===== src/rtl/frac_pll_rate_calc.sv =====
module frac_pll_rate_calc #(
  parameter int FIN_W = 32,
  parameter int Q_W   = 64
) (
  input  logic             clk,
  input  logic             rst_n,
  input  logic             start,
  input  logic             frac_mode,
  input  logic [FIN_W-1:0] fin_hz,
  input  logic [31:0]      ctrl0,
  input  logic [31:0]      ctrl1,
  output logic             busy,
  output logic             done,
  output logic             err,
  output logic [Q_W-1:0]   fout_hz
);
  localparam int CNT_W = $clog2(Q_W + 1);
  localparam int MUL_W = 28;

  logic [9:0]  m_f;
  logic [5:0]  p_f;
  logic [2:0]  s_f;
  logic signed [15:0] k_f;
  assign m_f = ctrl0[21:12];
  assign p_f = ctrl0[9:4];
  assign s_f = ctrl0[2:0];
  assign k_f = ctrl1[15:0];

  logic signed [MUL_W-1:0] mul_frac;
  logic [MUL_W-1:0]        mul_sel;
  assign mul_frac = $signed({2'b00, m_f, 16'h0000}) + MUL_W'(k_f);
  assign mul_sel  = frac_mode ? (mul_frac[MUL_W-1] ? '0 : mul_frac)
                              : MUL_W'(m_f);

  logic [Q_W-1:0] num_w, den_w;
  assign num_w = Q_W'(fin_hz) * Q_W'(mul_sel);
  assign den_w = frac_mode ? (Q_W'({p_f, 16'h0000}) << s_f) : (Q_W'(p_f) << s_f);

  logic [Q_W-1:0]   den_q, quo_q, rem_q;
  logic [CNT_W-1:0] cnt_q;
  logic [Q_W:0]     shifted, diff;
  assign shifted = {rem_q, quo_q[Q_W-1]};
  assign diff    = shifted - {1'b0, den_q};

  always_ff @(posedge clk or negedge rst_n) begin
    if (!rst_n) begin
      busy    <= 1'b0;
      done    <= 1'b0;
      err     <= 1'b0;
      fout_hz <= '0;
      den_q   <= '0;
      quo_q   <= '0;
      rem_q   <= '0;
      cnt_q   <= '0;
    end else begin
      done <= 1'b0;
      if (!busy) begin
        if (start) begin
          if (p_f == '0) begin
            done    <= 1'b1;
            err     <= 1'b1;
            fout_hz <= '0;
          end else begin
            busy  <= 1'b1;
            err   <= 1'b0;
            den_q <= den_w;
            quo_q <= num_w;
            rem_q <= '0;
            cnt_q <= CNT_W'(Q_W);
          end
        end
      end else begin
        if (!diff[Q_W]) begin
          rem_q <= diff[Q_W-1:0];
          quo_q <= {quo_q[Q_W-2:0], 1'b1};
        end else begin
          rem_q <= shifted[Q_W-1:0];
          quo_q <= {quo_q[Q_W-2:0], 1'b0};
        end
        cnt_q <= cnt_q - 1'b1;
        if (cnt_q == CNT_W'(1)) begin
          busy    <= 1'b0;
          done    <= 1'b1;
          fout_hz <= {quo_q[Q_W-2:0], ~diff[Q_W]};
        end
      end
    end
  end


  busy_done_excl_chk: assert property (@(posedge clk) disable iff (!rst_n)
    done |-> !busy);

  busy_load_chk: assert property (@(posedge clk) disable iff (!rst_n)
    $rose(busy) |-> cnt_q == CNT_W'(Q_W));

  done_pulse_chk: assert property (@(posedge clk) disable iff (!rst_n)
    done |=> !done);

  err_zero_chk: assert property (@(posedge clk) disable iff (!rst_n)
    err |-> fout_hz == '0);

  start_ignored_chk: assert property (@(posedge clk) disable iff (!rst_n)
    (busy && start) |=> $stable(den_q) && cnt_q == $past(cnt_q) - 1'b1);

  hold_chk: assert property (@(posedge clk) disable iff (!rst_n)
    (!done && !$past(done) && busy) |-> $stable(fout_hz));
endmodule


===== config.mk =====
export PLATFORM = sky130hd
export DESIGN_NAME = frac_pll_rate_calc
export DESIGN_NICKNAME = d
export VERILOG_FILES = /design/src/rtl/frac_pll_rate_calc.sv
export SDC_FILE = /design/constraint.sdc
export NUM_CORES = 2
export LEC_CHECK = 0
export BUFFER_PORTS_ARGS = -buffer_cell sky130_fd_sc_hd__buf_2
export CORE_MARGIN = 2
export CORE_UTILIZATION = 33
export CTS_CLUSTER_SIZE = 25
export DETAILED_ROUTE_END_ITERATION = 10
export GPL_TIMING_DRIVEN = 0
export PLACE_DENSITY = 0.58
export SYNTH_ARGS = -nofsm -noshare
export SYNTH_HDL_FRONTEND = slang
export SYNTH_SLANG_ARGS = --single-unit

===== constraint.sdc =====
create_clock -name clk -period 3.7 [get_ports clk]
set_input_delay 0.185 -clock clk [delete_from_list [all_inputs] [get_ports clk]]
set_output_delay 0.185 -clock clk [all_outputs]
set_load 0.01 [all_outputs]

==> metrics <==
Horiz. Die Dim=354 µm; CP endpoint kind=register; synth top area cells=fa_1 37%, dfrtp_1 14%, inv_1 8.6%; measured slew at the worst slew-check pin=1.18 ns; All-Layer GR Usage=24.3%; remaining global-route overflow=0; RSZ-0062 raised after global routing=yes; met3 Use GR=7.02%; delay-heaviest family, CP=adder cells; initial detailed-routing violation count=about 3300; Primary FF master, synth=dfrtp_1; initial antenna violation count=11; FP Rows=~130; HP Class=input port to register; Critical Path RT=4.07 ns; crit path time final=9.11 ns; layer with the highest usage=met2; WP buf/inv=11; EDFF count, synth=0; largest fanout on the critical path=10; # clock sinks=228; WP data arrival=9.48 ns; DP Wirelength=123000 µm; routing usage on met1=33.4%; Hold Slack=0.0866 ns; Syn-to-layout area delta=21.0%; DIE AREA=around 130000 µm²; final wirelength=155000 µm; CTS Root Cell=clkbuf_16; Initial Utilization=33.2%; worst hold path depth=3; WS Path Type=input port to register; most common cell after layout, fill and taps aside=inv_1; period utilisation layout=246%; Stages on worst setup path=41; synthesized area=between 40000 and 50000 µm²; R2R depth=14; TritonCTS clock tree=built; pin count of the biggest net entering global routing=roughly 110; outcome=complete, but fails checks; Reg clk slew, reported paths=about 0.06 ns; nets@finish=6040; Slowest cell on crit path=fa_2; routed len/inst=23.5 µm; core area=~120000 µm²; Final Setup Violations=105; Synth warnings=0; Final ANT Viol Nets=0; H-tree levels=1; ratio of cells with drive above 1 in the final layout=between 10% and 20%; First-pass DRT Iterations=8; syn nets=roughly 5700; number of port buffers=110; Routability Congestion=~1.0; Achievable Freq=roughly 110 MHz; Max-slew headroom=a little over a fifth; setup ws final=-5.41 ns; DR vias=35200; die span in y=354 µm; first-pass GRT wire length=about 230000 µm; Post-Synthesis Cells=4617; violated checks=negative setup slack; vias per inst=around 5.3; Avg Cell Area, Syn=8.74 µm²; Boundary Pins=around 170; unique cell type count in the Yosys netlist=71; worst skew pair latency=~0.54 ns; Worst Clk Skew=about 0.022 ns; vias in the first global route=35600; final hold viol count=0; max-cap viol count=0; met2 GRT Util=between 30% and 40%; Most common cell on crit path=fa_1; Worst setup SP type=input port; Seq cells post-synth=around 230; area leader, netlist=fa_1; Seq/Total Area, Yosys=14.1%; most frequent cells in the layout=885 x inv_1, 720 x fa_1, 713 x nand2_1; Post-route DRC=0; Worst path max stage delay=0.78 ns; CTS Buffer Depth=3; post-synth top area share=37.3%; Max Slew Vio Count=0; number of buffers created by CTS=27; asr flop ratio synth=100%
path summary, 6_finish.rpt:
path | start | end | slack [ns]
worst max-delay path | ctrl1[15] | quo_q[54] | -5.41
worst min register to register | den_q[8] | den_q[8] | 0.47
min in group asynchronous | rst_n | rem_q[23] | 0.16
max in group asynchronous | rst_n | quo_q[35] | 2.26
worst min-delay path | ctrl0[9] | den_q[24] | 0.09
worst max register to register | rem_q[52] | rem_q[63] | -0.35
synth_stat cells (32+ instances only):
cell type / count
nor3_1: 34
nor2b_1: 49
clkbuf_1: 278
and2_1: 114
a22o_1: 66
fa_1: 751
xor2_1: 32
dfrtp_1: 228
a21o_1: 66
xnor2_1: 60
nand4_1: 32
o21ai_0: 133
nor2_1: 92
ha_1: 238
nand3_1: 69
nand2_1: 756
inv_1: 924
a21oi_1: 131
and3_1: 186
stage by stage:
step	util (%)	cells	TNS (ns)	area (µm²)	worst slack, ns
final	40.2	6601	-260.21	48800	-5.41
after global routing	40.2	6596	-281.72	48800	-5.73
after CTS	39.1	6531	-260.99	47500	-5.51
after detailed placement	36.0	6355	-359.69	43800	-7.48
after global placement	36.0	6352	-765.46	43700	-7.43
after floorplan	-	4617	-217.97	41100	-4.94
area by class of cell:
class | count | area, µm²
fill | 12100 | 72700
multi-input combinational | 3154 | 32300
buffer | 300 | 1790
antenna | 5 | 12.5
inverter | 924 | 3470
clock buffer | 37 | 743
timing repair buffer | 316 | 2650
clock inverter | 12 | 96.3
sequential | 228 | 5710
tap | 1625 | 2030
worst reg2reg max path, delay by kind of cell (launching register included):
family,cells,cell delay [ns]
buffers and inverters,4,0.62
AND/OR/NAND/NOR,8,2.45
AO/OA/AOI/OAI,2,0.48
flip-flops,1,0.41
what timing repair did:
action / in CTS / in global routing
endpoints found under the setup margin: 121 / 120
resized for setup: 396 / 256
buffers inserted: 137 / 73
hold endpoints to repair: 60 / 0
pin swaps: 166 / 152
gates cloned: 2 / 2
hold buffers: 2 / 0
kinds of logic (layout without fill, tap and decap cells):
logic type               Yosys count  in the layout  share of synthesized area (%)
adder cells (fa/ha/maj)          989            989                           44.6
buffers and inverters           1235           1589                           11.5
AND/OR/NAND/NOR                 1445           1445                           17.2
multiplexers                      24             24                          0.608
AO/OA/AOI/OAI                    604            604                           9.89
XOR/XNOR                          92             92                           2.00
flip-flops                       228            228                           14.1
other                              0              5                              0
sequential cells by signal (all words and copies together) (netlist names):
register  cells
busy          1
den_q        26
quo_q        64
err           1
rem_q        64
done          1
fout_hz      64
cnt_q         7
per-layer routing:
layer  wire length [µm]  up-vias
li1                   -    15100
met1              63900    17800
met2              66200     1963
met3              18200      345
met4               6780       14
met5                166        -
Power is left out: the tool's default activity adds up to more than one toggle a clock period on the data nets, which glitch-free logic cannot reach.
